--- src/rtl/i2sb_pkg.sv ---
package i2sb_pkg;

    // Word-select level that means "right channel"; trackers idle here so
    // the first frame pulse after enable opens a left word.
    localparam logic WS_RIGHT = 1'b1;

    // Inputs sampled together through the synchronizer.
    typedef struct packed {
        logic bclk;
        logic frame;
        logic tx_bit;
        logic ws;
        logic rx_bit;
    } smp_t;

    localparam int SMP_W = $bits(smp_t);

    typedef struct packed {
        logic cap_bit;
        logic cap_frame;
        logic launch_bit;
        logic ws;
    } tx_state_t;

    typedef struct packed {
        logic rx_bit;
        logic frame;
        logic ws_prev;
    } rx_state_t;

    localparam tx_state_t TX_IDLE = '{cap_bit: 1'b0, cap_frame: 1'b0,
                                      launch_bit: 1'b0, ws: WS_RIGHT};
    localparam rx_state_t RX_IDLE = '{rx_bit: 1'b0, frame: 1'b0,
                                      ws_prev: WS_RIGHT};

    function automatic logic ws_after_pulse(input logic ws, input logic pulse);
        return pulse ? ~ws : ws;
    endfunction

endpackage

--- src/rtl/i2sb_sync.sv ---
module i2sb_sync #(
    parameter int W      = 1,
    parameter int STAGES = 2
) (
    input  logic         clk,
    input  logic         rst,
    input  logic [W-1:0] d,
    output logic [W-1:0] q
);
    logic [W-1:0] stg [STAGES];

    for (genvar g = 0; g < STAGES; g++) begin : g_stage
        if (g == 0) begin : g_first
            always_ff @(posedge clk) begin
                if (rst) stg[g] <= '0;
                else     stg[g] <= d;
            end
        end else begin : g_next
            always_ff @(posedge clk) begin
                if (rst) stg[g] <= '0;
                else     stg[g] <= stg[g-1];
            end
        end
    end

    assign q = stg[STAGES-1];
endmodule

--- src/rtl/i2sb_edge.sv ---
module i2sb_edge (
    input  logic clk,
    input  logic rst,
    input  logic lvl,
    output logic rise,
    output logic fall
);
    logic prev;

    always_ff @(posedge clk) begin
        if (rst) prev <= 1'b0;
        else     prev <= lvl;
    end

    assign rise = lvl & ~prev;
    assign fall = ~lvl & prev;
endmodule

--- src/rtl/i2sb_tx.sv ---
module i2sb_tx
    import i2sb_pkg::*;
(
    input  logic clk,
    input  logic rst,
    input  logic en,
    input  logic rise,
    input  logic fall,
    input  logic tx_bit_in,
    input  logic frame_in,
    output logic tx_bit_out,
    output logic ws_out
);
    tx_state_t st, st_nx;

    always_comb begin
        st_nx = st;
        if (fall) begin
            st_nx.cap_bit   = tx_bit_in;
            st_nx.cap_frame = frame_in;
        end
        if (rise) begin
            st_nx.launch_bit = st.cap_bit;
            st_nx.ws         = ws_after_pulse(st.ws, st.cap_frame);
        end
    end

    always_ff @(posedge clk) begin
        if (rst || !en) st <= TX_IDLE;
        else            st <= st_nx;
    end

    assign tx_bit_out = st.launch_bit;
    assign ws_out     = st.ws;
endmodule

--- src/rtl/i2sb_rx.sv ---
module i2sb_rx
    import i2sb_pkg::*;
(
    input  logic clk,
    input  logic rst,
    input  logic en,
    input  logic rise,
    input  logic rx_bit_in,
    input  logic ws_in,
    output logic rx_bit_out,
    output logic frame_out
);
    rx_state_t st, st_nx;

    always_comb begin
        st_nx = st;
        if (rise) begin
            st_nx.rx_bit  = rx_bit_in;
            st_nx.frame   = ws_in ^ st.ws_prev;
            st_nx.ws_prev = ws_in;
        end
    end

    always_ff @(posedge clk) begin
        if (rst || !en) st <= RX_IDLE;
        else            st <= st_nx;
    end

    assign rx_bit_out = st.rx_bit;
    assign frame_out  = st.frame;
endmodule

--- src/rtl/i2s_bridge.sv ---
module i2s_bridge
    import i2sb_pkg::*;
#(
    parameter int SYNC_STAGES = 2
) (
    input  logic clk,
    input  logic rst,
    input  logic en,
    input  logic src_ssp,
    input  logic eng_bclk,
    input  logic eng_frame,
    input  logic eng_tx_bit,
    input  logic eng_tx_oe_n,
    output logic to_eng_bclk,
    output logic to_eng_frame,
    output logic to_eng_rx_bit,
    input  logic pad_bclk_in,
    input  logic pad_ws_in,
    input  logic pad_rx_bit,
    output logic pad_bclk_out,
    output logic pad_ws_out,
    output logic pad_ctl_oe,
    output logic pad_tx_bit,
    output logic pad_tx_oe_n
);
    smp_t             smp_raw, smp_q;
    logic [SMP_W-1:0] smp_vec;
    logic             bclk_rise, bclk_fall;
    logic             tx_bit_r, tx_ws_r, rx_bit_r, rx_frame_r, rx_ws_src;

    always_comb begin
        smp_raw.bclk   = src_ssp ? eng_bclk : pad_bclk_in;
        smp_raw.frame  = eng_frame;
        smp_raw.tx_bit = eng_tx_bit;
        smp_raw.ws     = pad_ws_in;
        smp_raw.rx_bit = pad_rx_bit;
    end

    i2sb_sync #(.W(SMP_W), .STAGES(SYNC_STAGES)) u_sync (
        .clk (clk), .rst (rst), .d (smp_raw), .q (smp_vec)
    );

    assign smp_q = smp_vec;

    i2sb_edge u_edge (
        .clk (clk), .rst (rst), .lvl (smp_q.bclk),
        .rise (bclk_rise), .fall (bclk_fall)
    );

    i2sb_tx u_tx (
        .clk (clk), .rst (rst), .en (en),
        .rise (bclk_rise), .fall (bclk_fall),
        .tx_bit_in (smp_q.tx_bit), .frame_in (smp_q.frame),
        .tx_bit_out (tx_bit_r), .ws_out (tx_ws_r)
    );

    // Master: receive side follows the word select this block drives.
    assign rx_ws_src = src_ssp ? tx_ws_r : smp_q.ws;

    i2sb_rx u_rx (
        .clk (clk), .rst (rst), .en (en), .rise (bclk_rise),
        .rx_bit_in (smp_q.rx_bit), .ws_in (rx_ws_src),
        .rx_bit_out (rx_bit_r), .frame_out (rx_frame_r)
    );

    assign pad_bclk_out  = eng_bclk;
    assign pad_ctl_oe    = src_ssp;
    assign to_eng_bclk   = (en && src_ssp) ? eng_bclk : pad_bclk_in;
    assign pad_tx_bit    = en ? tx_bit_r   : eng_tx_bit;
    assign pad_ws_out    = en ? tx_ws_r    : eng_frame;
    assign pad_tx_oe_n   = en ? 1'b0       : eng_tx_oe_n;
    assign to_eng_rx_bit = en ? rx_bit_r   : pad_rx_bit;
    assign to_eng_frame  = en ? rx_frame_r : pad_ws_in;
endmodule

--- config.mk ---
export PLATFORM = sky130hd
export DESIGN_NAME = i2s_bridge
export DESIGN_NICKNAME = d
export VERILOG_FILES = /design/src/rtl/i2sb_pkg.sv /design/src/rtl/i2sb_sync.sv /design/src/rtl/i2sb_edge.sv /design/src/rtl/i2sb_tx.sv /design/src/rtl/i2sb_rx.sv /design/src/rtl/i2s_bridge.sv
export SDC_FILE = /design/constraint.sdc
export NUM_CORES = 1
export LEC_CHECK = 0
export BUFFER_PORTS_ARGS = -buffer_cell sky130_fd_sc_hd__buf_2
export CORE_ASPECT_RATIO = 0.9
export CORE_MARGIN = 2
export CORE_UTILIZATION = 30
export CTS_BUF_LIST = sky130_fd_sc_hd__clkbuf_4 sky130_fd_sc_hd__clkbuf_8
export CTS_CLUSTER_SIZE = 10
export DETAILED_ROUTE_END_ITERATION = 6
export GPL_TIMING_DRIVEN = 0
export PLACE_DENSITY = 0.55
export SETUP_SLACK_MARGIN = 0.02
export SYNTH_ARGS = -nofsm -noshare
export SYNTH_HDL_FRONTEND = slang
export SYNTH_SLANG_ARGS = --single-unit
export TNS_END_PERCENT = 30
--- constraint.sdc ---
create_clock -name clk -period 1.35 [get_ports clk]
set_input_delay 0.0675 -clock clk [delete_from_list [all_inputs] [get_ports clk]]
set_output_delay 0.0675 -clock clk [all_outputs]
set_load 0.02 [all_outputs]
==> report_table.html, run 1 <==
<table>
<tr><th>Metric</th><th>Value</th></tr>
<tr><th colspan="2">Timing</th></tr>
<tr><td>Setup TNS</td><td>0 ps</td></tr>
<tr><td>Transition time at the pin with the least slew margin</td><td>456.1 ps</td></tr>
<tr><td>Fin crit period</td><td>1191 ps</td></tr>
<tr><td>Final setup viols</td><td>0</td></tr>
<tr><td>Period utilisation layout</td><td>88.23%</td></tr>
<tr><td>Setup repair after global routing missed its margin</td><td>false</td></tr>
<tr><td>Number of slew-limit violations in the final report</td><td>0</td></tr>
<tr><td>Top achievable clock speed</td><td>839.5 MHz</td></tr>
<tr><td>Hold violation count in the final report</td><td>0</td></tr>
<tr><td>Smallest setup slack after layout</td><td>158.8 ps</td></tr>
<tr><td>Setup clock skew after layout</td><td>1.327 ps</td></tr>
<tr><td>Worst slew margin relative to its limit</td><td>69.59%</td></tr>
<tr><th colspan="2">Outcome</th></tr>
<tr><td>Result of the run</td><td>finished clean</td></tr>
<tr><th colspan="2">Clock network</th></tr>
<tr><td>Max H-tree Level</td><td>1</td></tr>
<tr><td>Maximum count of clock buffers along a single path</td><td>2</td></tr>
<tr><td>Clock transition at the register clock pins on the worst setup and hold paths after CTS</td><td>90 ps</td></tr>
<tr><td>TritonCTS clock tree</td><td>done</td></tr>
<tr><td>Clock latency of the later-clocked register in the worst-skew pair</td><td>280 ps</td></tr>
<tr><td>Post-CTS Resized</td><td>0</td></tr>
<tr><td>Cell chosen for the clock root</td><td>clkbuf_4</td></tr>
<tr><td>Clock tree sinks</td><td>18</td></tr>
<tr><td>Total CTS buffers</td><td>3</td></tr>
<tr><th colspan="2">Job</th></tr>
<tr><td>Count of max-cap constraint violations</td><td>0</td></tr>
<tr><th colspan="2">Finish</th></tr>
<tr><td>Area of all sequential standard cells</td><td>360.3 sq um</td></tr>
<tr><td>Signed area change from the synthesized netlist to the final layout</td><td>23.58%</td></tr>
<tr><td>Number of nets in the layout</td><td>98</td></tr>
<tr><td>Area of all placed cells without fillers</td><td>845.8 sq um</td></tr>
<tr><td>Final non-filler cell total</td><td>112</td></tr>
<tr><td>Area taken by multi-input logic gates</td><td>290.3 sq um</td></tr>
<tr><td>Share of layout cells above drive strength 1</td><td>35.29%</td></tr>
<tr><td>Filler cell count</td><td>226</td></tr>
<tr><td>Count of antenna diodes in the layout</td><td>0</td></tr>
<tr><th colspan="2">Drt</th></tr>
<tr><td>Vias post-DR</td><td>487</td></tr>
<tr><td>DRC</td><td>0</td></tr>
<tr><td>Iter 0 DRT Violations</td><td>11</td></tr>
<tr><td>Drt via density</td><td>4.348</td></tr>
<tr><td>DRT Pass-1 Iters</td><td>4</td></tr>
<tr><td>Sum of routed wire length over all layers</td><td>1168 um</td></tr>
<tr><td>Avg WL per Cell</td><td>10.43 um</td></tr>
<tr><td>Number of antenna-violating nets in the routed design</td><td>0</td></tr>
<tr><th colspan="2">GRT</th></tr>
<tr><td>Pin count of the biggest net entering global routing</td><td>11</td></tr>
<tr><td>Via count of the first global-routing pass</td><td>490</td></tr>
<tr><td>Global-route wire length before repair</td><td>1987 um</td></tr>
<tr><td>Initial antenna violation count</td><td>0</td></tr>
<tr><td>Global router's overall resource usage</td><td>10.81%</td></tr>
<tr><td>Grt ovf</td><td>0</td></tr>
<tr><th colspan="2">Floorplanning</th></tr>
<tr><td>Die outline height</td><td>49.31 um</td></tr>
<tr><td>IO Pins</td><td>19</td></tr>
<tr><td>Chip Width</td><td>54.35 um</td></tr>
<tr><td>Full die area</td><td>0.002680 sq mm</td></tr>
<tr><td>Starting Density</td><td>31.66%</td></tr>
<tr><td>Number of core rows</td><td>16</td></tr>
<tr><td>Core ar.</td><td>0.002162 sq mm</td></tr>
<tr><th colspan="2">Logic synthesis</th></tr>
<tr><td>Leading cell type by number of instances after synthesis</td><td>dfxtp_1</td></tr>
<tr><td>Count of yosys warnings during synthesis</td><td>0</td></tr>
<tr><td>Distinct cells, synth</td><td>17</td></tr>
<tr><td>Synth top cells by count</td><td>18 x dfxtp_1, 11 x nor2b_1, 6 x mux2i_1, 6 x nor2_1, 5 x mux2_2</td></tr>
<tr><td>Average cell area after synthesis</td><td>10.86 sq um</td></tr>
<tr><td>Number of flops mapped to enable cells by yosys</td><td>0</td></tr>
<tr><td>Largest cells by area after synthesis</td><td>dfxtp_1 53%, nor2b_1 10%, mux2i_1 8.8%</td></tr>
<tr><td>Area leader, netlist</td><td>dfxtp_1</td></tr>
<tr><td>Share of the synthesized area in the top cell type</td><td>52.65%</td></tr>
<tr><td>Sequential cell area fraction in the yosys report</td><td>52.65%</td></tr>
<tr><td>Register bit total from synthesis</td><td>18</td></tr>
<tr><td>Async SR Flop Fraction</td><td>0%</td></tr>
<tr><td>Synth Flop Type</td><td>dfxtp_1</td></tr>
<tr><td>Number of cells produced by synthesis</td><td>63</td></tr>
<tr><td>Nets in the synthesized netlist</td><td>74</td></tr>
<tr><td>Synthesized cell area</td><td>684.4 sq um</td></tr>
<tr><th colspan="2">Setup path</th></tr>
<tr><td>Crit-path max cell delay</td><td>530 ps</td></tr>
<tr><td>Startpoint Class</td><td>input pin</td></tr>
<tr><td>Arrival @ worst endpoint</td><td>1120 ps</td></tr>
<tr><td>Critical-path cell with the highest stage delay</td><td>dlygate4sd3_1</td></tr>
<tr><td>CP Cell Sequence</td><td>dlygate4sd3_1 -&gt; buf_2 -&gt; mux2_2 -&gt; buf_2</td></tr>
<tr><td>Buffers plus inverters on the worst setup path</td><td>3</td></tr>
<tr><td>Classification of the worst setup path</td><td>input pin to output pin</td></tr>
<tr><td>Critical Path RT</td><td>1280 ps</td></tr>
<tr><td>Most prevalent standard cell on the critical path</td><td>buf_2</td></tr>
<tr><td>Cell type group with the largest total delay on the critical path</td><td>buffers and inverters</td></tr>
<tr><td>Crit-path max FO</td><td>2</td></tr>
<tr><td>Critical path capture point type</td><td>output pin</td></tr>
<tr><th colspan="2">Min path</th></tr>
<tr><td>Min-delay worst type</td><td>input pin to register</td></tr>
<tr><th colspan="2">Power</th></tr>
<tr><td>Pwr dens</td><td>1081 mW/mm^2</td></tr>
<tr><td>Worst ir drop on vdd</td><td>671.8 uV</td></tr>
<tr><td>Leak pwr</td><td>0.3623 nW</td></tr>
<tr><th colspan="2">Placed design</th></tr>
<tr><td>Count of buffers inserted at the top-level ports</td><td>17</td></tr>
<tr><td>Number of placed instances, taps included</td><td>107</td></tr>
<tr><td>Post-Place Worst Slack</td><td>170.2 ps</td></tr>
<tr><td>Routability Congestion</td><td>0.7123</td></tr>
<tr><td>Detailed placement HPWL</td><td>859.8 um</td></tr>
<tr><td>Cell Area, Placed</td><td>803.3 sq um</td></tr>
</table>
-- cell type report --
class	instances	share of cell area, %
sequential	18	42.60
tap	27	3.994
timing repair buffer	19	12.43
multi-input combinational	40	34.32
buffer	5	3.994
clock buffer	3	2.663
-- through the flow --
stage	total power, W	hold WS, ps	util (%)
floorplan	0.0006343	139.1	-
global placement	0.0006711	258.5	37.15
detailed placement	0.0006735	263.3	37.15
CTS	0.0009312	0.1553	39.12
global route	0.0009676	9.268	39.12
finish	0.0009139	4.670	39.12
-- worst register-to-register path: cells and delay by family, from the launching register on --
kind | cells | cell delay [ps]
AOI/OAI and AO/OA | 1 | 150
buffers and inverters | 1 | 130
DFF | 1 | 340
and+or+nand+nor | 2 | 490
-- what timing repair did --
item / in CTS / in global routing
buffers inserted: 0 / 0
hold buffers: 2 / 0
endpoints found under the hold margin: 2 / 0
-- state kept, by name, summed over array words and instances, names as in the netlist --
register and flops:
u_tx.st 2, u_tx.ws_out 1, u_rx.rx_bit_out 1, u_rx.frame_out 1
u_rx.st 1, u_sync.stg 10, u_edge.prev 1, u_tx.tx_bit_out 1
-- placed cells by master (no fill, tap or decap) --
master	n
nand4b_1	1
dfxtp_1	18
mux2_2	5
buf_4	2
clkbuf_1	2
xor2_1	1
and2b_2	1
mux2i_1	6
buf_2	17
nor2b_1	11
a211o_2	1
dlygate4sd3_1	2
a31oi_1	1
nand2b_1	3
nor2_1	6
nand3b_1	1
nand2_1	2
clkbuf_4	3
buf_6	1
or3_1	1
-- final timing paths --
path / depth (start not counted) / end / slack, ps / startpoint
worst max register to register: 4 / u_rx.frame_out / 170 / u_edge.prev
worst min register to register: 1 / u_sync.stg[1][2] / 450 / u_sync.stg[0][2]
worst max-delay path: 4 / pad_tx_bit / 160 / eng_tx_bit
worst min-delay path: 2 / u_sync.stg[0][1] / 5 / pad_ws_in
-- where the power goes --
group | internal, W | switching, W | total, W
registers | 0.000547 | 0.00000562 | 0.000553
logic | 0.0000553 | 0.0000551 | 0.000110
clock network | 0.000104 | 0.000147 | 0.000251
total | 0.000706 | 0.000208 | 0.000914
-- kinds of logic (layout without fill, tap and decap cells) --
family                    after synthesis  in the layout  synth area share [%]
muxes                                  11             11                 17.00
xor gates and xnor gates                1              1                 1.280
buffers and inverters                   5             27                 4.936
and+or+nand+nor                        26             26                 21.76
AOI/OAI and AO/OA                       2              2                 2.377
DFF                                    18             18                 52.65
-- metal layers --
layer  track usage [%]  vias to the layer above  wire length, um
met4             5.000                        0               23
met2             16.87                       11              530
met5                 0                        -                0
li1                  -                      250                -
met1             11.28                      224              548
met3             6.442                        2               66
Note: power is estimated with default switching activity, not from simulation.
==> inputs of run 2 (changes only) <==
GPL_TIMING_DRIVEN = default   (was 0)
==> run 2 against run 1 <==
Compared with the run above:
- register-to-register slack hardly changed
- clock skew grew 1.3 ps
- worst setup slack got worse by 2.3 ps
- global-route usage is 0.66 points lower
- total power is 6.9% higher
- via count shrank 1.4%
- cell count is 0.89% lower
- critical path type unchanged
- largest cell class unchanged
==> report_table.html, run 2 (synthesis results as in run 1) <==
<table>
<tr><th>Metric</th><th>Value</th></tr>
<tr><th colspan="2">Outcome</th></tr>
<tr><td>Result of the run</td><td>finished clean</td></tr>
<tr><th colspan="2">Timing</th></tr>
<tr><td>Worst slew margin relative to its limit</td><td>82.97% (+13 points)</td></tr>
<tr><td>Setup repair after global routing missed its margin</td><td>false</td></tr>
<tr><td>Setup TNS</td><td>0 ps (unchanged)</td></tr>
<tr><td>Fin crit period</td><td>1193 ps (+2.259 ps)</td></tr>
<tr><td>Transition time at the pin with the least slew margin</td><td>248.3 ps (-207.8 ps)</td></tr>
<tr><td>Setup clock skew after layout</td><td>2.665 ps (+1.337 ps)</td></tr>
<tr><td>Number of slew-limit violations in the final report</td><td>0 (unchanged)</td></tr>
<tr><td>Hold violation count in the final report</td><td>0 (unchanged)</td></tr>
<tr><td>Period utilisation layout</td><td>88.40% (+0.17 points)</td></tr>
<tr><td>Top achievable clock speed</td><td>837.9 MHz (-0.19%)</td></tr>
<tr><td>Final setup viols</td><td>0 (unchanged)</td></tr>
<tr><td>Hold WS</td><td>31.87 ps (+27.20 ps)</td></tr>
<tr><th colspan="2">Power</th></tr>
<tr><td>Power, Total</td><td>0.0009770 W (+6.9%)</td></tr>
<tr><td>Worst ir drop on vdd</td><td>665.2 uV (-0.99%)</td></tr>
<tr><td>Leak pwr</td><td>0.3645 nW (+0.60%)</td></tr>
<tr><td>Pwr dens</td><td>1152 mW/mm^2 (+6.6%)</td></tr>
<tr><th colspan="2">Drt</th></tr>
<tr><td>Number of antenna-violating nets in the routed design</td><td>0 (unchanged)</td></tr>
<tr><td>Post-route met1 wirelength</td><td>540 um (-1.5%)</td></tr>
<tr><td>Met3 wire length</td><td>67 um (+1.5%)</td></tr>
<tr><td>DRC</td><td>0 (unchanged)</td></tr>
<tr><td>Avg WL per Cell</td><td>10.41 um (-0.14%)</td></tr>
<tr><td>Drt via density</td><td>4.324 (-0.55%)</td></tr>
<tr><td>Total met2 wirelength after detailed routing</td><td>534 um (+0.75%)</td></tr>
<tr><td>Sum of routed wire length over all layers</td><td>1156 um (-1.0%)</td></tr>
<tr><td>Top Metal Used</td><td>met4</td></tr>
<tr><td>DRT Pass-1 Iters</td><td>4 (unchanged)</td></tr>
<tr><td>Iter 0 DRT Violations</td><td>2 (-9)</td></tr>
<tr><td>Vias post-DR</td><td>480 (-1.4%)</td></tr>
<tr><th colspan="2">Setup path</th></tr>
<tr><td>Crit-path max cell delay</td><td>530 ps (about the same)</td></tr>
<tr><td>Critical-path cell with the highest stage delay</td><td>dlygate4sd3_1</td></tr>
<tr><td>Critical path capture point type</td><td>output pin</td></tr>
<tr><td>End of the worst register-to-register path</td><td>u_rx.frame_out</td></tr>
<tr><td>Launching element of the worst setup path</td><td>pad_ws_in</td></tr>
<tr><td>Classification of the worst setup path</td><td>input pin to output pin</td></tr>
<tr><td>Worst r2r path cells</td><td>3 (-1)</td></tr>
<tr><td>Reg-to-reg startpoint</td><td>u_edge.prev</td></tr>
<tr><td>CP Cell Sequence</td><td>dlygate4sd3_1 -&gt; buf_2 -&gt; mux2_2 -&gt; buf_2</td></tr>
<tr><td>Most prevalent standard cell on the critical path</td><td>buf_2</td></tr>
<tr><td>Register-to-Register Setup Slack</td><td>180 ps (about the same)</td></tr>
<tr><td>Buffers plus inverters on the worst setup path</td><td>3 (unchanged)</td></tr>
<tr><td>Cell type group with the largest total delay on the critical path</td><td>buffers and inverters</td></tr>
<tr><td>Critical Path RT</td><td>1280 ps (about the same)</td></tr>
<tr><td>Crit-path max FO</td><td>2 (unchanged)</td></tr>
<tr><td>Arrival @ worst endpoint</td><td>1130 ps (about the same)</td></tr>
<tr><td>Startpoint Class</td><td>input pin</td></tr>
<tr><th colspan="2">Floorplanning</th></tr>
<tr><td>IO Pins</td><td>19 (unchanged)</td></tr>
<tr><td>Chip Width</td><td>54.35 um (unchanged)</td></tr>
<tr><td>Starting Density</td><td>31.66% (unchanged)</td></tr>
<tr><td>Full die area</td><td>0.002680 sq mm (unchanged)</td></tr>
<tr><td>Number of core rows</td><td>16 (unchanged)</td></tr>
<tr><td>Core ar.</td><td>0.002162 sq mm (unchanged)</td></tr>
<tr><td>Die outline height</td><td>49.31 um (unchanged)</td></tr>
<tr><th colspan="2">Clock network</th></tr>
<tr><td>Post-CTS repair timing setup buffer count</td><td>0 (unchanged)</td></tr>
<tr><td>Clock latency of the later-clocked register in the worst-skew pair</td><td>290 ps (about the same)</td></tr>
<tr><td>Cell chosen for the clock root</td><td>clkbuf_4</td></tr>
<tr><td>Maximum count of clock buffers along a single path</td><td>2 (unchanged)</td></tr>
<tr><td>Max H-tree Level</td><td>1 (unchanged)</td></tr>
<tr><td>TritonCTS clock tree</td><td>done</td></tr>
<tr><td>Total CTS buffers</td><td>3 (unchanged)</td></tr>
<tr><td>Clock tree sinks</td><td>18 (unchanged)</td></tr>
<tr><td>Clock transition at the register clock pins on the worst setup and hold paths after CTS</td><td>90 ps (about the same)</td></tr>
<tr><th colspan="2">Finish</th></tr>
<tr><td>Share of layout cells above drive strength 1</td><td>35.71% (+0.42 points)</td></tr>
<tr><td>Number of nets in the layout</td><td>96 (-2.0%)</td></tr>
<tr><td>Count of antenna diodes in the layout</td><td>0 (unchanged)</td></tr>
<tr><td>Most frequent cells in the layout</td><td>18 x buf_2, 18 x dfxtp_1, 11 x nor2b_1</td></tr>
<tr><td>Number of flip-flops under the largest register name</td><td>10 (unchanged)</td></tr>
<tr><td>Signed area change from the synthesized netlist to the final layout</td><td>23.95%</td></tr>
<tr><td>Biggest regs</td><td>u_sync.stg x10, u_tx.st x2</td></tr>
<tr><td>Register bank with the most flops</td><td>u_sync.stg</td></tr>
<tr><th colspan="2">Min path</th></tr>
<tr><td>Endpoint, Worst Hold</td><td>u_sync.stg[0][3]</td></tr>
<tr><td>Worst Min Path Start</td><td>eng_frame</td></tr>
<tr><td>Min-delay worst type</td><td>input pin to register</td></tr>
<tr><td>Min-Delay Path Depth</td><td>2 (unchanged)</td></tr>
<tr><th colspan="2">GRT</th></tr>
<tr><td>Via count of the first global-routing pass</td><td>429 (-12%)</td></tr>
<tr><td>Pin count of the biggest net entering global routing</td><td>12 (+1)</td></tr>
<tr><td>Global router's overall resource usage</td><td>10.15% (-0.66 points)</td></tr>
<tr><td>Global-route wire length before repair</td><td>1883 um (-5.2%)</td></tr>
<tr><td>Initial antenna violation count</td><td>0 (unchanged)</td></tr>
<tr><td>Grt ovf</td><td>0 (unchanged)</td></tr>
<tr><th colspan="2">Job</th></tr>
<tr><td>Count of max-cap constraint violations</td><td>0 (unchanged)</td></tr>
<tr><th colspan="2">Placed design</th></tr>
<tr><td>Count of buffers inserted at the top-level ports</td><td>18 (+1)</td></tr>
<tr><td>Detailed placement HPWL</td><td>873.1 um (+1.5%)</td></tr>
<tr><td>Routability Congestion</td><td>0.7372 (+3.5%)</td></tr>
</table>
==> run 2: report_power, final <==
part | switching, W | total [W] | internal [W]
combinational | 0.0000542 | 0.000107 | 0.0000529
clock | 0.000152 | 0.000317 | 0.000164
sequential | 0.00000569 | 0.000553 | 0.000547
total | 0.000212 | 0.000977 | 0.000765
==> run 2: stage by stage <==
step	instances	setup WS [ps]	utilization, %	area [sq um]
final	111	156.6	39.24	848.3
after detailed placement	104	189.9	36.17	782.0
after CTS	111	157.9	39.24	848.3
after floorplan	63	247.8	-	684.4
after global placement	104	229.5	36.17	782.0
after global routing	111	73.02	39.24	848.3
==> run 2: area by class of cell <==
type	count	area [sq um]
repair buffers	22	127.6
clock buffers	4	36.28
flip-flops and latches	18	360.3
multi-input cells	40	290.3
fillers	221	1314
well taps	27	33.78
==> run 2: worst reg2reg max path: stages, from the launching register on <==
cell	delay, ps
dfxtp_1	330
nand2b_1	250
or3_1	380
a31oi_1	150
==> run 2: timing repair <==
action                                 in CTS  in global routing
endpoints found under the hold margin       3                  0
gates resized for setup                     0                  0
hold buffers                                3                  0
==> run 2: layer usage <==
layer | GRT usage, % | vias up
li1 | - | 249
met1 | 11.70 | 219
met2 | 14.86 | 10
met3 | 6.442 | 2
met4 | 3.750 | 0
met5 | 0 | -
==> run 2: how the worst max path moves through the flow <==
stage,slack (ps),endpoint,cells after the start
3_5_place_dp,190,u_rx.frame_out,3
5_1_grt,70,u_rx.frame_out,3
2_1_floorplan,250,u_rx.frame_out,4
4_1_cts,160,to_eng_frame,4
6_report,160,to_eng_frame,4
3_3_place_gp,230,u_rx.frame_out,3
==> inputs of run 3 (changes only) <==
BUFFER_PORTS_ARGS = -buffer_cell sky130_fd_sc_hd__buf_4   (was -buffer_cell sky130_fd_sc_hd__buf_2)
CAP_MARGIN = 0   (was default)
==> run 3 against run 2 <==
Compared with the run above:
- cell count is the same
- critical endpoint is now pad_ws_out
- clock skew shrank 1.0 ps
- worst setup slack got worse by 20 ps
- total power increased by 2.2%
- non-clock buffer count unchanged
- count of clock-buffer cells in the layout stayed put
- largest cell class unchanged
- first-iteration DRC count up 50%
==> report_table.html, run 3 (synthesis results as in run 1) <==
<table>
<tr><th>Metric</th><th>Value</th></tr>
<tr><th colspan="2">Outcome</th></tr>
<tr><td>Result of the run</td><td>finished clean</td></tr>
<tr><th colspan="2">Finish</th></tr>
<tr><td>Register bank with the most flops</td><td>u_sync.stg</td></tr>
<tr><td>Final non-filler cell total</td><td>111 (unchanged)</td></tr>
<tr><td>Biggest regs</td><td>u_sync.stg x10, u_tx.st x2</td></tr>
<tr><td>Most frequent cells in the layout</td><td>18 x buf_4, 18 x dfxtp_1, 11 x nor2b_1</td></tr>
<tr><td>Number of nets in the layout</td><td>96 (unchanged)</td></tr>
<tr><td>Area of all placed cells without fillers</td><td>895.9 sq um (+5.6%)</td></tr>
<tr><td>Share of layout cells above drive strength 1</td><td>34.52% (-1.2 points)</td></tr>
<tr><td>Count of antenna diodes in the layout</td><td>0 (unchanged)</td></tr>
<tr><td>Number of flip-flops under the largest register name</td><td>10 (unchanged)</td></tr>
<tr><td>Signed area change from the synthesized netlist to the final layout</td><td>30.90%</td></tr>
<tr><td>Final core utilization</td><td>41.44% (+2.2 points)</td></tr>
<tr><th colspan="2">Clock network</th></tr>
<tr><td>Clock tree sinks</td><td>18 (unchanged)</td></tr>
<tr><td>Max H-tree Level</td><td>1 (unchanged)</td></tr>
<tr><td>Hold-fix buffers at CTS</td><td>4 (+1)</td></tr>
<tr><td>Post-CTS Resized</td><td>0 (unchanged)</td></tr>
<tr><td>Cell chosen for the clock root</td><td>clkbuf_4</td></tr>
<tr><td>Clock latency of the later-clocked register in the worst-skew pair</td><td>280 ps (about the same)</td></tr>
<tr><td>Total CTS buffers</td><td>3 (unchanged)</td></tr>
<tr><td>Maximum count of clock buffers along a single path</td><td>2 (unchanged)</td></tr>
<tr><td>Post-CTS repair timing setup buffer count</td><td>0 (unchanged)</td></tr>
<tr><td>Clock transition at the register clock pins on the worst setup and hold paths after CTS</td><td>100 ps (about the same)</td></tr>
<tr><td>TritonCTS clock tree</td><td>done</td></tr>
<tr><th colspan="2">Floorplanning</th></tr>
<tr><td>Number of core rows</td><td>16 (unchanged)</td></tr>
<tr><td>Chip Width</td><td>54.35 um (unchanged)</td></tr>
<tr><td>Die outline height</td><td>49.31 um (unchanged)</td></tr>
<tr><td>IO Pins</td><td>19 (unchanged)</td></tr>
<tr><td>Core ar.</td><td>0.002162 sq mm (unchanged)</td></tr>
<tr><td>Starting Density</td><td>31.66% (unchanged)</td></tr>
<tr><td>Full die area</td><td>0.002680 sq mm (unchanged)</td></tr>
<tr><th colspan="2">Timing</th></tr>
<tr><td>Fin crit period</td><td>1213 ps (+19.69 ps)</td></tr>
<tr><td>Final setup viols</td><td>0 (unchanged)</td></tr>
<tr><td>Setup TNS</td><td>0 ps (unchanged)</td></tr>
<tr><td>Setup clock skew after layout</td><td>1.629 ps (-1.035 ps)</td></tr>
<tr><td>Hold violation count in the final report</td><td>0 (unchanged)</td></tr>
<tr><td>Transition time at the pin with the least slew margin</td><td>255.8 ps (+7.496 ps)</td></tr>
<tr><td>Period utilisation layout</td><td>89.86% (+1.5 points)</td></tr>
<tr><td>Top achievable clock speed</td><td>824.3 MHz (-1.6%)</td></tr>
<tr><td>Setup repair after global routing missed its margin</td><td>false</td></tr>
<tr><td>Worst slew margin relative to its limit</td><td>82.46% (-0.51 points)</td></tr>
<tr><td>Number of slew-limit violations in the final report</td><td>0 (unchanged)</td></tr>
<tr><th colspan="2">Setup path</th></tr>
<tr><td>Arrival @ worst endpoint</td><td>1150 ps (+20 ps)</td></tr>
<tr><td>Classification of the worst setup path</td><td>input pin to output pin</td></tr>
<tr><td>Critical path capture point type</td><td>output pin</td></tr>
<tr><td>Startpoint Class</td><td>input pin</td></tr>
<tr><td>Crit-path max FO</td><td>2 (unchanged)</td></tr>
<tr><td>Critical Path RT</td><td>1280 ps (about the same)</td></tr>
<tr><th colspan="2">GRT</th></tr>
<tr><td>Pin count of the biggest net entering global routing</td><td>13 (+1)</td></tr>
<tr><td>Global-route wire length before repair</td><td>2007 um (+6.6%)</td></tr>
<tr><td>Global router's overall resource usage</td><td>10.59% (+0.45 points)</td></tr>
<tr><td>Via count of the first global-routing pass</td><td>432 (+0.70%)</td></tr>
<tr><td>Grt ovf</td><td>0 (unchanged)</td></tr>
<tr><td>Initial antenna violation count</td><td>0 (unchanged)</td></tr>
<tr><th colspan="2">Placed design</th></tr>
<tr><td>Detailed placement HPWL</td><td>869.6 um (-0.40%)</td></tr>
<tr><td>Cell Area, Placed</td><td>819.5 sq um (+4.8%)</td></tr>
<tr><td>Routability Congestion</td><td>0.7342 (-0.41%)</td></tr>
<tr><td>Count of buffers inserted at the top-level ports</td><td>18 (unchanged)</td></tr>
<tr><td>Number of placed instances, taps included</td><td>103 (-0.96%)</td></tr>
<tr><th colspan="2">Power</th></tr>
<tr><td>Power, Total</td><td>0.0009980 W (+2.2%)</td></tr>
<tr><td>Leak pwr</td><td>0.3780 nW (+3.7%)</td></tr>
<tr><td>Worst ir drop on vdd</td><td>711.9 uV (+7.0%)</td></tr>
<tr><td>Pwr dens</td><td>1114 mW/mm^2 (-3.3%)</td></tr>
<tr><th colspan="2">Min path</th></tr>
<tr><td>Min-delay worst type</td><td>input pin to register</td></tr>
<tr><th colspan="2">Drt</th></tr>
<tr><td>Avg WL per Cell</td><td>10.66 um (+2.3%)</td></tr>
<tr><td>Number of antenna-violating nets in the routed design</td><td>0 (unchanged)</td></tr>
<tr><td>Vias post-DR</td><td>476 (-0.83%)</td></tr>
<tr><td>Sum of routed wire length over all layers</td><td>1183 um (+2.3%)</td></tr>
<tr><td>DRC</td><td>0 (unchanged)</td></tr>
<tr><td>DRT Pass-1 Iters</td><td>4 (unchanged)</td></tr>
<tr><td>Drt via density</td><td>4.288 (-0.83%)</td></tr>
<tr><td>Iter 0 DRT Violations</td><td>3 (+1)</td></tr>
<tr><th colspan="2">Job</th></tr>
<tr><td>Count of max-cap constraint violations</td><td>0 (unchanged)</td></tr>
</table>
run 3: cell count changes in the layout (fill, tap and decap cells not counted), sizes merged:
cell | previous run | this run
buf | 19 | 18
dlygate4sd3 | 3 | 4
run 3: final cells by class:
type,instances,area [sq um]
fill,221,1266
sequential,18,360.3
tap,27,33.78
clock buffer,4,36.28
timing repair buffer,22,175.2
multi-input combinational,40,290.3
run 3: where the power goes:
part,switching [W],leakage (nW),total [W],internal [W]
Sequential,0.00000560,0.147,0.000553,0.000547
Combinational,0.0000546,0.210,0.000123,0.0000687
Clock,0.000158,0.0210,0.000322,0.000164
run 3: layer usage:
metal  vias up  global-route usage [%]  share of wire (%)
met5         -                       0                  0
met4         0                   2.500                1.6
met3         2                   5.521                4.0
met2         9                   14.46                 46
met1       219                   14.61                 49
li1        246                       -                  -
run 3: final timing paths:
kind | startpoint | endpoint | slack [ps] | cells after the start
max | eng_frame | pad_ws_out | 140 | 4
min | pad_bclk_in | u_sync.stg[0][4] | 20 | 3
max reg2reg | u_sync.stg[1][4] | u_rx.frame_out | 190 | 3
min reg2reg | u_sync.stg[0][1] | u_sync.stg[1][1] | 450 | 1
run 3: through the flow:
stage	hold slack [ps]	setup WS [ps]
after floorplan	139.1	247.8
after detailed placement	296.0	195.6
final	22.69	136.9
after global routing	42.34	106.6
after global placement	289.6	225.1
after CTS	11.73	134.4
run 3: worst max-delay path, stage by stage:
cell and delay, ps:
dlygate4sd3_1 540, buf_4 130, mux2_2 250, buf_4 150
